<file path="src/rtl/frac_div_pkg.sv">
package frac_div_pkg;
  // Interpolator order: three cascaded accumulators.
  localparam int ORDER = 3;
  // Signed offset width: the offset spans -3..+4.
  localparam int OFS_W = 4;
  // Smallest interval length the counter accepts.
  localparam int N_MIN = 2;

  typedef logic signed [OFS_W-1:0] ofs_t;
endpackage

</file>
<file path="src/rtl/frac_div_cfg.sv">
module frac_div_cfg #(
  parameter int INT_W = 9,
  parameter int MOD_W = 12
) (
  input  logic             clk,
  input  logic             rst,
  input  logic [INT_W-1:0] int_in,
  input  logic [MOD_W-1:0] frac_in,
  input  logic [MOD_W-1:0] mod_in,
  input  logic             load,
  input  logic             boundary,
  output logic [INT_W-1:0] eff_int,
  output logic [MOD_W-1:0] eff_frac,
  output logic [MOD_W-1:0] eff_mod,
  output logic             restart,
  output logic [INT_W-1:0] act_int,
  output logic [MOD_W-1:0] act_frac
);
  logic [INT_W-1:0] stg_int;
  logic [MOD_W-1:0] stg_frac, stg_mod, act_mod;
  logic             stg_vld;

  // Staged values win at a boundary; otherwise the active set is used.
  assign eff_int  = stg_vld ? stg_int  : act_int;
  assign eff_frac = stg_vld ? stg_frac : act_frac;
  assign eff_mod  = stg_vld ? stg_mod  : act_mod;
  assign restart  = stg_vld;

  always_ff @(posedge clk) begin
    if (rst) begin
      act_int  <= int_in;
      act_frac <= frac_in;
      act_mod  <= mod_in;
      stg_int  <= '0;
      stg_frac <= '0;
      stg_mod  <= '0;
      stg_vld  <= 1'b0;
    end else begin
      if (boundary) begin
        act_int  <= eff_int;
        act_frac <= eff_frac;
        act_mod  <= eff_mod;
      end
      if (load) begin
        stg_int  <= int_in;
        stg_frac <= frac_in;
        stg_mod  <= mod_in;
        stg_vld  <= 1'b1;
      end else if (boundary) begin
        stg_vld  <= 1'b0;
      end
    end
  end
endmodule

</file>
<file path="src/rtl/frac_div_mash.sv">
module frac_div_mash
  import frac_div_pkg::*;
#(
  parameter int MOD_W = 12
) (
  input  logic             clk,
  input  logic             rst,
  input  logic             step,
  input  logic             restart,
  input  logic [MOD_W-1:0] frac,
  input  logic [MOD_W-1:0] modulus,
  output ofs_t             ofs
);
  localparam int SUM_W = MOD_W + 1;

  logic [ORDER-1:0][MOD_W-1:0] acc_q, acc_d;
  logic [ORDER-1:0]            cy;
  logic c2_h_q, c3_h_q, c3_hh_q;
  logic c2_h, c3_h, c3_hh;

  // History seen by this step: zero when a new setting restarts the cascade.
  assign c2_h  = restart ? 1'b0 : c2_h_q;
  assign c3_h  = restart ? 1'b0 : c3_h_q;
  assign c3_hh = restart ? 1'b0 : c3_hh_q;

  always_comb begin
    logic [MOD_W-1:0] feed;
    logic [MOD_W-1:0] base;
    logic [SUM_W-1:0] sum;
    feed = frac;
    for (int k = 0; k < ORDER; k++) begin
      base     = restart ? '0 : acc_q[k];
      sum      = {1'b0, base} + {1'b0, feed};
      cy[k]    = (sum >= {1'b0, modulus});
      acc_d[k] = cy[k] ? MOD_W'(sum - {1'b0, modulus}) : sum[MOD_W-1:0];
      feed     = acc_d[k];
    end
  end

  // Third-order noise-shaped combination: c1 + d(c2) + d2(c3).
  assign ofs = ofs_t'({3'b000, cy[0]})
             + ofs_t'({3'b000, cy[1]}) - ofs_t'({3'b000, c2_h})
             + ofs_t'({3'b000, cy[2]}) - ofs_t'({2'b00, c3_h, 1'b0})
             + ofs_t'({3'b000, c3_hh});

  always_ff @(posedge clk) begin
    if (rst) begin
      acc_q   <= '0;
      c2_h_q  <= 1'b0;
      c3_h_q  <= 1'b0;
      c3_hh_q <= 1'b0;
    end else if (step) begin
      acc_q   <= acc_d;
      c2_h_q  <= cy[1];
      c3_h_q  <= cy[2];
      c3_hh_q <= c3_h;
    end
  end
endmodule

</file>
<file path="src/rtl/frac_div_cnt.sv">
module frac_div_cnt #(
  parameter int CNT_W = 10
) (
  input  logic             clk,
  input  logic             rst,
  input  logic [CNT_W-1:0] init_n,
  input  logic [CNT_W-1:0] next_n,
  output logic             term,
  output logic             pulse_q,
  output logic [CNT_W-1:0] n_q
);
  logic [CNT_W-1:0] cnt_q;

  // The last cycle of an interval is the boundary.
  assign term = (cnt_q <= CNT_W'(1));

  always_ff @(posedge clk) begin
    if (rst) begin
      cnt_q   <= init_n;
      n_q     <= init_n;
      pulse_q <= 1'b0;
    end else if (term) begin
      cnt_q   <= next_n;
      n_q     <= next_n;
      pulse_q <= 1'b1;
    end else begin
      cnt_q   <= cnt_q - CNT_W'(1);
      pulse_q <= 1'b0;
    end
  end
endmodule

</file>
<file path="src/rtl/frac_div_top.sv">
module frac_div_top
  import frac_div_pkg::*;
#(
  parameter int INT_W = 9,
  parameter int MOD_W = 12
) (
  input  logic             clk,
  input  logic             rst,
  input  logic [INT_W-1:0] int_in,
  input  logic [MOD_W-1:0] frac_in,
  input  logic [MOD_W-1:0] mod_in,
  input  logic             load,
  output logic             div_pulse,
  output logic [INT_W:0]   div_value
);
  localparam int CNT_W = INT_W + 1;
  localparam int RAW_W = INT_W + 2;

  logic [INT_W-1:0] eff_int, act_int;
  logic [MOD_W-1:0] eff_frac, eff_mod, act_frac;
  logic             restart, boundary;
  ofs_t             ofs;
  logic signed [RAW_W-1:0] n_raw;
  logic [CNT_W-1:0]        n_next;

  frac_div_cfg #(.INT_W(INT_W), .MOD_W(MOD_W)) cfg_i (
    .clk(clk), .rst(rst), .int_in(int_in), .frac_in(frac_in), .mod_in(mod_in),
    .load(load), .boundary(boundary), .eff_int(eff_int), .eff_frac(eff_frac),
    .eff_mod(eff_mod), .restart(restart), .act_int(act_int), .act_frac(act_frac)
  );

  frac_div_mash #(.MOD_W(MOD_W)) mash_i (
    .clk(clk), .rst(rst), .step(boundary), .restart(restart),
    .frac(eff_frac), .modulus(eff_mod), .ofs(ofs)
  );

  // Instantaneous ratio with a floor so the counter never stalls.
  assign n_raw  = $signed({2'b00, eff_int}) + $signed({{(RAW_W-OFS_W){ofs[OFS_W-1]}}, ofs});
  assign n_next = (n_raw < $signed(RAW_W'(N_MIN))) ? CNT_W'(N_MIN) : n_raw[CNT_W-1:0];

  frac_div_cnt #(.CNT_W(CNT_W)) cnt_i (
    .clk(clk), .rst(rst), .init_n({1'b0, int_in}), .next_n(n_next),
    .term(boundary), .pulse_q(div_pulse), .n_q(div_value)
  );
endmodule

</file>
<file path="config.mk">
export PLATFORM = sky130hd
export DESIGN_NAME = frac_div_top
export DESIGN_NICKNAME = d
export VERILOG_FILES = /design/src/rtl/frac_div_pkg.sv /design/src/rtl/frac_div_cfg.sv /design/src/rtl/frac_div_mash.sv /design/src/rtl/frac_div_cnt.sv /design/src/rtl/frac_div_top.sv
export SDC_FILE = /design/constraint.sdc
export NUM_CORES = 1
export LEC_CHECK = 0
export ABC_CLOCK_PERIOD_IN_PS = 17400
export BUFFER_PORTS_ARGS = -buffer_cell sky130_fd_sc_hd__buf_2
export CAP_MARGIN = 20
export CORE_MARGIN = 3
export CORE_UTILIZATION = 49
export DETAILED_ROUTE_END_ITERATION = 12
export PLACE_DENSITY = 0.72
export SLEW_MARGIN = 30
export SYNTH_ARGS = -nofsm -noshare
export SYNTH_HDL_FRONTEND = slang
export SYNTH_SLANG_ARGS = --single-unit
export TNS_END_PERCENT = 5
</file>
<file path="constraint.sdc">
create_clock -name clk -period 17.4 [get_ports clk]
set_input_delay 3.48 -clock clk [delete_from_list [all_inputs] [get_ports clk]]
set_output_delay 3.48 -clock clk [all_outputs]
set_load 0.02 [all_outputs]
</file>
# Word-level counts from Yosys, hierarchy flattened
# Index checks and enable logic that the tools add are counted.
# totals
wordCells	64
input_bits	36
register_bits	127
# op_classes
magnitude_cmp	5
add_sub_neg	13
muxes	26
reduce_logical	2
# op_table
cell	count
$mux 12	12
$mux 9	6
$add 12x12->13	3
$ge 13x12->1	3
$sub 12x12->12	3
$mux 10	2
$add 10x4->11	1
$lt 11x3->1 const B	1
$le 10x1->1 const B	1
$sub 10x1->10 const B	1
$add 4x2->4	2
$mux 1	6
$reduce_bool 2->1	2
$sub 4x2->4	1
$sub 4x3->4	1
$add 1x1->2	1

# Logic depth before layout (Yosys ltp)
# Gate-level depths: netlist (run 1).
# logic_depth
depth_word	17
ltp_mapped	66
depth_no_buf	60

# Modules after synthesis
# A second synthesis (run 1) with hierarchy kept.
# hier_totals
cells_unflattened	1090
hier_area_um2	10193.5
# modules_own_cells
module	area_each_um2	seq_area_each_um2	cells_each	n_inst
frac_div_mash	5492.8	780.7	699	1
frac_div_cfg	3126.7	1671.6	219	1
frac_div_cnt	1024.7	520.5	102	1
frac_div_top	549.3	0.0	70	1

# Worst setup path before layout (run 1)
# OpenSTA, ideal clock, no wires.
# synth_timing
path_type	register to register
from	reg cfg_i.stg_vld (netlist: cfg_i.restart)
to	reg cnt_i.n_q[0], data pin
stages_incl_launch_ff	62
required_ns	17.133
setup_ns	0.267
slack_ns	4.229
path_buffers	7
arrival_time_ns	12.904
cell_sequence	dfxtp_1 -> buf_2 -> buf_1 -> mux2_2 -> ha_1 -> fa_1 -> a21oi_1 -> o211ai_1 -> o21ai_0 -> xnor2_1 -> ha_1 -> clkbuf_1 -> a21o_1 -> a21o_1 -> a211oi_1 -> o211ai_1 -> a32oi_2 -> buf_2 -> [26 not listed] -> nor3_1 -> o211ai_1 -> buf_2 -> inv_1 -> fa_1 -> inv_1 -> ha_1 -> inv_1 -> ha_1 -> buf_2 -> nand3b_1 -> and3_4 -> o311a_1 -> o31a_1 -> a31oi_2 -> nand3b_2 -> o31ai_4 -> o21ai_1
# synth_rtl
element	line	text
start: declaration	frac_div_cfg.sv:21	logic stg_vld;
start signal: assignment	frac_div_cfg.sv:37	stg_vld <= 1'b0;
start signal: assignment	frac_div_cfg.sv:48	stg_vld <= 1'b1;
start signal: assignment	frac_div_cfg.sv:50	stg_vld <= 1'b0;
end signal: assignment	frac_div_cnt.sv:20	n_q <= init_n;
end signal: assignment	frac_div_cnt.sv:24	n_q <= next_n;
end: declaration	frac_div_cnt.sv:10	output logic [CNT_W-1:0] n_q

==> results.py, run 1 <==
metrics = {
    "outcome": {
        "status": "finished clean",
    },
    "logic_synthesis": {
        "synthFlopType": "dfxtp_1",
        "synth-edff-count": 42,
        "synthMostInstantiatedCell": "nor2_1",
        "ys_types": 71,
        "synthArstFlopShare_pct": 0,
        "ys_ff_latch": 127,
        "netlist_area_um2": 9510,
        "seq_area_frac_synth_pct": 31.15,
        "netlist_top_cells_area": "dfxtp_1 (18%), edfxtp_1 (13%), ha_1 (11%), mux2_2 (6.7%), mux2i_1 (6.3%)",
        "yosysWarnings": 0,
        "synth_top_area_share_pct": 17.89,
        "synthCells": 1059,
        "synth.avg_cell_area_um2": 8.981,
        "yosysTopAreaCell": "dfxtp_1",
        "syn-num-nets": 1190,
        "netlist_top_cells_count": "nor2_1 (133), ha_1 (86), dfxtp_1 (85), o21ai_0 (67), a21oi_1 (63)",
    },
    "place": {
        "dp_hpwl_mm": 16.38,
        "gp_congestion": 0.9090,
        "port_buffers": 46,
    },
    "layout": {
        "nNetsFinal": 1224,
        "antenna_cells": 0,
        "layout-drive-gt1-share_pct": 15.64,
        "finalCoreUtilization_pct": 56.27,
        "syn_to_final_growth_pct": 11.79,
    },
    "critical_path": {
        "cp_slowest_stage_delay_ps": 870,
        "path_buf_inv": 5,
        "cp.arrival_ps": 15050,
        "start_kind": "register",
        "end_kind": "register",
        "rr_worst_depth": 55,
        "cpMostUsedCell": "ha_1",
        "cp_top_family": "compound AO/OA/AOI/OAI gates",
        "r2r_setup_slack_ps": 2530,
        "crit_type": "register to register",
        "worstReg2RegEnd": "cnt_i.n_q[1]",
        "crit_required_ps": 17580,
        "rr_startpoint": "cfg_i.restart",
        "slowest_stage": "dfxtp_2",
        "startpoint": "cfg_i.restart",
        "cp_max_fo": 37,
    },
    "sta": {
        "layout_min_cycle_time_ps": 14870,
        "fin_crit_sh_pct": 85.44,
        "setup_violations": 0,
        "tns_ps": 0,
        "fin_worst_skew_ps": 11.53,
        "worstMarginPinSlew_ps": 925.8,
        "rsz0062_at_grt": "false",
        "maxSlewViolCount": 0,
        "maxSlewHeadroom_pct": 38.28,
        "finalHoldViolations": 0,
        "timing.hold.ws_ps": 445.3,
        "fmax_mhz": 67.27,
    },
    "power": {
        "p_int_uw": 900.3,
        "leakage_uw": 0.004609,
        "p_sw_share_pct": 39.80,
        "combPwrFrac_pct": 51.2,
        "p_switching_uw": 595.2,
        "seq_power_share_pct": 22.7,
        "power_density_nw_per_um2": 140.7,
        "ir_drop_mv": 0.09014,
        "power_frac_clock_pct": 26.1,
    },
    "detailed_routing": {
        "route.detailed.drc": 0,
        "wl_mm": 23.42,
        "drtIter0Drc": 493,
        "wl_per_cell_um": 17.14,
        "num_vias": 7733,
        "dr.pass1.iters": 5,
        "viasPerCell": 5.661,
        "ant_nets": 0,
    },
    "die": {
        "die_width_um": 145.3,
        "dieArea_um2": 21120,
        "row_count": 50,
        "core_area_um2": 18890,
        "io_pins": 47,
        "initial_core_util_pct": 50.34,
        "die_h_um": 145.3,
    },
    "clock_tree": {
        "cts_buffers": 17,
        "hold_buffers": 0,
        "postCtsSetupRepairBufs": 0,
        "clk_latency_ps": 440,
        "ctsResizeCount": 0,
        "cts_tree": "built",
        "clock_tree.buffer_depth": 2,
        "clk_root_buffer_cell": "clkbuf_16",
        "cts_max_level": 4,
        "path_clk_slew_ps": 70,
        "cts.sinks": 127,
    },
    "worst_hold_path": {
        "hold_start": "mash_i.acc_q[31]",
        "hold_class": "register to register",
        "hold_path_end": "mash_i.acc_q[31]",
        "min_path_cells": 2,
    },
    "global_route": {
        "use_met2_pct": 36.71,
        "met3_usage_pct": 4.247,
        "grt_pass1_wl_mm": 37.73,
        "grt_max_degree": 83,
        "grt_use_total_pct": 21.93,
        "grt.overflow.total": 0,
        "grt_pass1_vias": 7388,
        "antenna_found_initial": 0,
        "use_met1_pct": 28.95,
        "grt_busiest_layer": "met2",
    },
    "run": {
        "cap_violations": 0,
    },
}
-- stage by stage --
step	power, µW	instance area, µm²	setup WS, ps	std cells
6_report	1496	10630	2533	1366
5_1_grt	1594	10630	1435	1366
4_1_cts	1495	10630	2638	1366
3_5_place_dp	1102	10000	2703	1334
3_3_place_gp	1092	9998	2984	1334
2_1_floorplan	943.6	9510	4229	1059
-- layout make-up --
type / count / area, µm²
fillers: 1708 / 8262
multi-input cells: 840 / 6201
flip-flops and latches: 127 / 2964
clock buffers: 18 / 439.2
repair buffers: 59 / 330.3
well taps: 260 / 325.3
clock inverters: 14 / 190.2
inverters: 48 / 181.4
-- registers in the layout, indices dropped and copies added (netlist names) --
register	flops
cfg_i.act_frac	12
cfg_i.act_int	9
cfg_i.act_mod	12
cfg_i.restart	1
cfg_i.stg_frac	12
cfg_i.stg_int	9
cfg_i.stg_mod	12
cnt_i.cnt_q	10
cnt_i.n_q	10
cnt_i.pulse_q	1
mash_i.acc_q	36
mash_i.c2_h_q	1
mash_i.c3_h_q	1
mash_i.c3_hh_q	1
-- logic make-up (layout without fill, tap and decap cells) --
| kind of cell | Yosys count | after routing | share of synthesized area, % |
|---|---|---|---|
| muxes | 117 | 117 | 13.06 |
| DFF | 127 | 127 | 31.15 |
| and+or+nand+nor | 316 | 316 | 15.84 |
| xor gates and xnor gates | 66 | 66 | 6.078 |
| AOI/OAI and AO/OA | 246 | 246 | 16.95 |
| adders and majority gates | 95 | 95 | 13.21 |
| buffers and inverters | 92 | 139 | 3.710 |
-- layer usage --
metal  wire length, µm  share of wire (%)  up-vias
met1             10850                 46     3630
met4               454                1.9        0
li1                  -                  -     3876
met2             10930                 47      191
met5                 0                  0        -
met3              1187                5.1       36
-- worst reg2reg max path: cells and delay by family, from the launching register on --
family                   cells  cell delay (ps)
flip-flops                   1              870
multiplexers                 4             1180
AO/OA/AOI/OAI               23             6070
AND/OR/NAND/NOR              7             1250
adder cells (fa/ha/maj)     13             4260
XOR/XNOR                     3              450
buffers and inverters        5              560
-- layout by cell type (no fill, tap or decap), types with 4 or more instances in the layout --
master / n
a21boi_0: 4
xor2_1: 18
buf_2: 45
fa_1: 9
o41ai_1: 4
xnor2_1: 48
inv_1: 46
dfxtp_1: 84
nand2_1: 57
nand4_1: 5
clkbuf_16: 17
nand3_1: 16
a21o_1: 14
a21oi_1: 63
o21a_1: 12
ha_1: 86
a211oi_1: 11
nor4_1: 6
mux2_2: 57
o21ai_0: 67
nor3_1: 13
nor2_1: 133
o21ba_2: 7
nor2b_1: 47
edfxtp_1: 42
a31oi_1: 6
o31ai_1: 8
nand3b_1: 4
nand2b_1: 11
o211ai_1: 8
or4_1: 4
inv_6: 8
buf_4: 14
mux2i_1: 60
o21bai_1: 5
-- power groups by stage --
stage / Combinational, µW / Clock (µW) / Sequential, µW
global route: 843 / 409 / 342
CTS: 761 / 394 / 340
detailed placement: 757 / 0 / 346
finish: 765 / 390 / 340
floorplan: 595 / 0 / 349
global placement: 746 / 0 / 346
-- how the worst max path moves through the flow --
stage	to	cells after the start
floorplan	cnt_i.n_q[0]	61
CTS	cnt_i.n_q[1]	55
global placement	cnt_i.n_q[1]	55
global route	cnt_i.n_q[1]	56
finish	cnt_i.n_q[1]	55
detailed placement	cnt_i.n_q[1]	55
No activity file was read; power rests on OpenSTA's default activity.
==> run 2: changes to the inputs <==
--- a/config.mk
+++ b/config.mk
@@ -5,13 +5,14 @@
 export SDC_FILE = /design/constraint.sdc
 export NUM_CORES = 1
 export LEC_CHECK = 0
-export ABC_CLOCK_PERIOD_IN_PS = 17400
+export ABC_AREA = 1
+export ABC_CLOCK_PERIOD_IN_PS = 12000
 export BUFFER_PORTS_ARGS = -buffer_cell sky130_fd_sc_hd__buf_2
 export CAP_MARGIN = 20
 export CORE_MARGIN = 3
 export CORE_UTILIZATION = 49
 export DETAILED_ROUTE_END_ITERATION = 12
-export PLACE_DENSITY = 0.72
+export PLACE_DENSITY = 0.74
 export SLEW_MARGIN = 30
 export SYNTH_ARGS = -nofsm -noshare
 export SYNTH_HDL_FRONTEND = slang
==> constraint.sdc (replaced) <==
create_clock -name clk -period 12 [get_ports clk]
set_input_delay 2.4 -clock clk [delete_from_list [all_inputs] [get_ports clk]]
set_output_delay 2.4 -clock clk [all_outputs]
set_load 0.02 [all_outputs]
==> run 2 against run 1 <==
Total power rose by 93%. Highest routed layer unchanged. Critical endpoint is now cnt_i.cnt_q[3]. Largest cell class unchanged. Synthesized area rose by 3.8%. Maximum frequency rose by 29%. Critical path type unchanged. Combinational power rose by 150%. Sequential power rose by 49%. Critical path depth rose by 18. Non-clock buffer count rose by 52. Synthesized cell count rose by 34%. Clock power rose by 27%. First-iteration DRC count rose by 78%.
==> results.py, run 2 <==
metrics = {
    "layout": {
        "final-seq-area_um2": 2967,
        "multi_input_area_um2": 6600,
        "fill_cells": 1773,
        "fin_area_um2": 11830,
        "final_common_cell": "nand2_1",
        "layout-drive-gt1-share_pct": 16.64,
        "final_cell_mix": "nand2_1 (364), inv_1 (154), nor2_1 (152)",
        "largest_reg_flops": 36,
        "regMostFlops": "mash_i.acc_q",
        "nNetsFinal": 1632,
        "syn_to_final_growth_pct": 19.78,
        "antenna_cells": 0,
    },
    "detailed_routing": {
        "wl_per_cell_um": 16.30,
        "wl_mm": 28.99,
        "drt-met1-wl_mm": 12.51,
        "dr_wl_met3_mm": 1.950,
        "drtIter0Drc": 880,
        "route.met2.wl_mm": 13.57,
        "route.detailed.drc": 0,
        "dr.max_layer_used": "met4",
        "num_vias": 9651,
        "ant_nets": 0,
        "dr.pass1.iters": 6,
        "viasPerCell": 5.425,
    },
    "sta": {
        "worstMarginPinSlew_ps": 692.8,
        "fmax_mhz": 86.57,
        "fin_crit_sh_pct": 96.26,
        "maxSlewViolCount": 0,
        "finalHoldViolations": 0,
        "tns_ps": 0,
        "maxSlewHeadroom_pct": 53.81,
        "setup_violations": 0,
        "layout_min_cycle_time_ps": 11550,
        "fin_worst_skew_ps": 10.01,
    },
    "global_route": {
        "grt_use_total_pct": 25.10,
        "grt_max_degree": 75,
        "grt_pass1_wl_mm": 44.03,
        "grt_pass1_vias": 8931,
        "antenna_found_initial": 0,
        "grt.overflow.total": 0,
    },
    "critical_path": {
        "cp.arrival_ps": 11870,
        "cpMostUsedCell": "nand2_1",
        "cp_max_fo": 18,
        "end_kind": "register",
        "crit_required_ps": 12320,
        "worstReg2RegEnd": "cnt_i.cnt_q[3]",
        "start_kind": "register",
        "crit_type": "register to register",
        "rr_worst_depth": 73,
        "rr_startpoint": "cfg_i.restart",
        "cp_slowest_stage_delay_ps": 420,
        "slowest_stage": "fa_1",
        "r2r_setup_slack_ps": 450,
    },
    "logic_synthesis": {
        "netlist_top_cells_area": "dfxtp_1 (17%), nand2_1 (14%), edfxtp_1 (13%), ha_1 (11%), nor2_1 (6.2%)",
        "ys_ff_latch": 127,
        "netlist_top_cells_count": "nand2_1 (368), nor2_1 (162), inv_1 (157), nand3_1 (106), ha_1 (86)",
        "synth.avg_cell_area_um2": 6.964,
        "ys_types": 45,
        "synth_top_area_share_pct": 17.23,
        "seq_area_frac_synth_pct": 30.01,
        "synthArstFlopShare_pct": 0,
        "syn-num-nets": 1549,
        "yosysTopAreaCell": "dfxtp_1",
        "netlist_area_um2": 9874,
        "synthMostInstantiatedCell": "nand2_1",
        "synthFlopType": "dfxtp_1",
        "synthCells": 1418,
        "synth-edff-count": 42,
        "yosysWarnings": 0,
    },
    "clock_tree": {
        "clk_latency_ps": 430,
        "path_clk_slew_ps": 60,
        "cts_tree": "built",
        "cts.sinks": 127,
        "cts_max_level": 4,
        "clock_tree.buffer_depth": 2,
        "hold_buffers": 0,
        "cts_buffers": 17,
        "clk_root_buffer_cell": "clkbuf_16",
    },
    "die": {
        "io_pins": 47,
        "die_h_um": 148.0,
        "dieArea_um2": 21890,
        "row_count": 51,
        "die_width_um": 148.0,
        "initial_core_util_pct": 50.24,
        "core_area_um2": 19650,
    },
    "place": {
        "dp_hpwl_mm": 20.09,
        "post_dp_cell_area_um2": 10440,
        "port_buffers": 46,
        "gp_congestion": 0.9626,
    },
    "outcome": {
        "status": "finished clean",
    },
    "power": {
        "ir_drop_mv": 0.1862,
        "power_density_nw_per_um2": 243.5,
        "leakage_uw": 0.005637,
    },
    "worst_hold_path": {
        "hold_path_end": "mash_i.acc_q[6]",
        "min_path_cells": 2,
        "hold_start": "mash_i.acc_q[6]",
        "hold_class": "register to register",
    },
    "run": {
        "cap_violations": 0,
    },
}
-- run 2: worst max-delay path by stage --
stage	startpoint	endpoint	depth (start not counted)
floorplan	cfg_i.restart	cnt_i.n_q[3]	81
global placement	cfg_i.restart	cnt_i.n_q[1]	76
detailed placement	cfg_i.restart	cnt_i.n_q[1]	76
CTS	cfg_i.restart	cnt_i.n_q[1]	73
global route	cfg_i.restart	cnt_i.cnt_q[3]	73
finish	cfg_i.restart	cnt_i.cnt_q[3]	73
-- run 2: kinds of logic (layout without fill, tap and decap cells) --
group / count (synthesis) / after routing / share of synthesized area [%]
mux: 10 / 10 / 1.014
fa+ha+maj: 95 / 95 / 12.72
simple gates: 720 / 720 / 31.04
buf+inv: 209 / 305 / 8.553
flops: 127 / 127 / 30.01
compound gates: 191 / 191 / 10.81
xor+xnor: 66 / 66 / 5.854
-- run 2: worst max-delay path, delay by kind of cell (launching register included) --
family	cells	cell delay [ps]
flops	1	390
compound gates	9	1280
simple gates	37	4420
buf+inv	13	1240
fa+ha+maj	11	3350
xor+xnor	3	720
-- run 2: metrics by stage --
stage | hold slack (ps) | std cells | setup WS (ps) | total power [µW] | utilization [%]
floorplan | 426.1 | 1418 | 901.5 | 1788 | -
global placement | 437.9 | 1707 | -291.9 | 2132 | 52.95
detailed placement | 440.9 | 1708 | -383.5 | 2140 | 53.11
CTS | 453.6 | 1757 | 23.59 | 2693 | 56.83
global route | 471.1 | 1779 | -317.5 | 3104 | 60.18
finish | 450.0 | 1779 | 449.1 | 2880 | 60.18
-- run 2: cell type report --
type / instances / area share [%]
sequential: 127 / 25.08
multi-input combinational: 1082 / 55.80
tap: 265 / 2.803
clock buffer: 19 / 3.660
clock inverter: 13 / 0.9627
inverter: 162 / 5.247
timing repair buffer: 111 / 6.442
-- run 2: power breakdown --
part	switching (µW)	internal [µW]
Sequential	17.4	490
Clock	209	285
Combinational	1150	730
Total	1370	1510
-- run 2: metal layers --
metal	track usage (%)	vias up
li1	-	4796
met1	33.10	4432
met2	41.43	345
met3	3.893	78
met4	10.07	0
met5	0	-
-- run 2: repair_timing --
| action | CTS | global route |
|---|---|---|
| pin swaps | 4 | 30 |
| buffers inserted | 17 | 22 |
| hold endpoints to repair | 0 | 0 |
| resized for setup | 14 | 95 |
| setup endpoints to repair | 20 | 20 |
==> run 3: changes to the inputs <==
--- a/config.mk
+++ b/config.mk
@@ -12,7 +12,7 @@
 export CORE_MARGIN = 3
 export CORE_UTILIZATION = 49
 export DETAILED_ROUTE_END_ITERATION = 12
-export PLACE_DENSITY = 0.74
+export PLACE_DENSITY = 0.77
 export SLEW_MARGIN = 30
 export SYNTH_ARGS = -nofsm -noshare
 export SYNTH_HDL_FRONTEND = slang
==> run 3 against run 2 <==
Die area unchanged. Clock skew is 0.86 ps higher. Flip-flop and latch count unchanged. Largest cell class unchanged. Largest power group unchanged. Highest routed layer unchanged.
==> results.py, run 3 (synthesis results as in run 2) <==
metrics = {
    "outcome": {
        "status": "finished clean",
    },
    "layout": {
        "fill_cells": 1777,
        "syn_to_final_growth_pct": 18.46,
        "regMostFlops": "mash_i.acc_q",
        "final_common_cell": "nand2_1",
        "finalCoreUtilization_pct": 59.52,
        "antenna_cells": 0,
        "nNetsFinal": 1608,
        "largest_reg_flops": 36,
        "layout-drive-gt1-share_pct": 14.50,
        "final_cell_mix": "nand2_1 (363), nor2_1 (157), inv_1 (155)",
    },
    "sta": {
        "setup_violations": 0,
        "fmax_mhz": 88.18,
        "layout_min_cycle_time_ps": 11340,
        "tns_ps": 0,
        "fin_crit_sh_pct": 94.50,
        "post-route-worst-setup-slack_ps": 659.7,
        "maxSlewHeadroom_pct": 38.95,
        "fin_worst_skew_ps": 10.87,
        "worstMarginPinSlew_ps": 915.8,
        "finalHoldViolations": 0,
        "maxSlewViolCount": 0,
    },
    "die": {
        "die_h_um": 148.0,
        "io_pins": 47,
        "die_width_um": 148.0,
        "initial_core_util_pct": 50.24,
        "dieArea_um2": 21890,
        "row_count": 51,
        "core_area_um2": 19650,
    },
    "detailed_routing": {
        "wl_mm": 28.43,
        "viasPerCell": 5.456,
        "route.detailed.drc": 0,
        "wl_per_cell_um": 16.20,
        "ant_nets": 0,
        "num_vias": 9576,
        "dr.pass1.iters": 5,
        "drtIter0Drc": 760,
    },
    "place": {
        "dp_hpwl_mm": 19.89,
        "gp_congestion": 0.9634,
        "port_buffers": 46,
        "post-place-ws_ps": -115.9,
    },
    "global_route": {
        "grt_max_degree": 75,
        "antenna_found_initial": 0,
        "grt_pass1_wl_mm": 43.59,
        "grt.overflow.total": 0,
        "grt_pass1_vias": 8908,
        "grt_use_total_pct": 24.62,
    },
    "critical_path": {
        "rr_startpoint": "cfg_i.restart",
        "cp_slowest_stage_delay_ps": 410,
        "crit_type": "register to register",
        "startpoint": "cfg_i.restart",
        "worstReg2RegEnd": "cnt_i.n_q[8]",
        "slowest_stage": "fa_2",
        "rr_worst_depth": 71,
        "cp.arrival_ps": 11510,
        "cpMostUsedCell": "nand2_1",
        "cp_max_fo": 12,
        "start_kind": "register",
        "r2r_setup_slack_ps": 660,
        "crit_required_ps": 12170,
        "end_kind": "register",
    },
    "clock_tree": {
        "cts_buffers": 17,
        "clk_root_buffer_cell": "clkbuf_16",
        "cts_tree": "built",
        "clk_latency_ps": 420,
        "cts_max_level": 4,
        "clock_tree.buffer_depth": 2,
        "cts.sinks": 127,
        "path_clk_slew_ps": 60,
    },
    "power": {
        "power_density_nw_per_um2": 245.3,
        "leakage_uw": 0.005521,
        "ir_drop_mv": 0.1480,
    },
    "worst_hold_path": {
        "min_path_cells": 2,
        "hold_path_end": "mash_i.acc_q[32]",
        "hold_class": "register to register",
        "hold_start": "mash_i.acc_q[32]",
    },
    "run": {
        "cap_violations": 0,
    },
}
run 3: cell count changes in the layout (fill, tap and decap cells not counted), sizes merged:
| cell | before | now |
|---|---|---|
| clkbuf | 19 | 22 |
| buf | 111 | 84 |
| clkinv | 7 | 6 |
| inv | 164 | 161 |
| bufinv | 1 | 3 |
| nand2 | 382 | 384 |
run 3: layout make-up:
type | instances | area, µm² | area share (%)
timing repair buffer | 84 | 550.5 | 4.706
timing repair inverter | 1 | 8.758 | 0.07487
tap | 265 | 331.6 | 2.835
multi-input combinational | 1084 | 6631 | 56.69
inverter | 162 | 625.6 | 5.348
clock buffer | 22 | 444.2 | 3.797
sequential | 127 | 2967 | 25.36
clock inverter | 10 | 138.9 | 1.187
run 3: per-stage QoR:
step	instances	total power (µW)	instance area, µm²	hold WS (ps)
2_1_floorplan	1418	1788	9874	426.1
3_3_place_gp	1708	2125	10410	434.2
3_5_place_dp	1709	2139	10450	442.2
4_1_cts	1742	2676	11060	453.5
5_1_grt	1755	3091	11700	467.7
6_report	1755	2870	11700	451.7
run 3: critical path, delay by kind of cell, from the launching register on:
family	cells	cell delay, ps
compound gates	3	500
xor+xnor	3	630
fa+ha+maj	12	3830
buf+inv	12	1080
flops	1	390
simple gates	41	4640
run 3: worst max path at each step:
stage	cells after the start	to
final	71	cnt_i.n_q[8]
after detailed placement	76	cnt_i.n_q[1]
after global placement	78	cnt_i.n_q[1]
after global routing	78	cnt_i.n_q[3]
after floorplan	81	cnt_i.n_q[3]
after CTS	76	cnt_i.n_q[8]
run 3: what timing repair did:
item / CTS / global route
endpoints found under the setup margin: 10 / 20
buffers inserted: 1 / 10
gates cloned: 0 / 3
hold buffers: 0 / 0
gates resized for setup: 4 / 103
pin swaps: 2 / 24
run 3: layer usage:
layer	vias up	share of wire, %	GRT usage [%]
met5	-	0	0
met4	0	3.3	8.915
met3	73	6.1	4.139
met2	323	47	40.61
met1	4418	43	32.70
li1	4762	-	-
run 3: power by group:
part	switching [µW]	internal, µW
logic	1130	710
registers	19.2	490
clock network	198	326
total	1340	1530
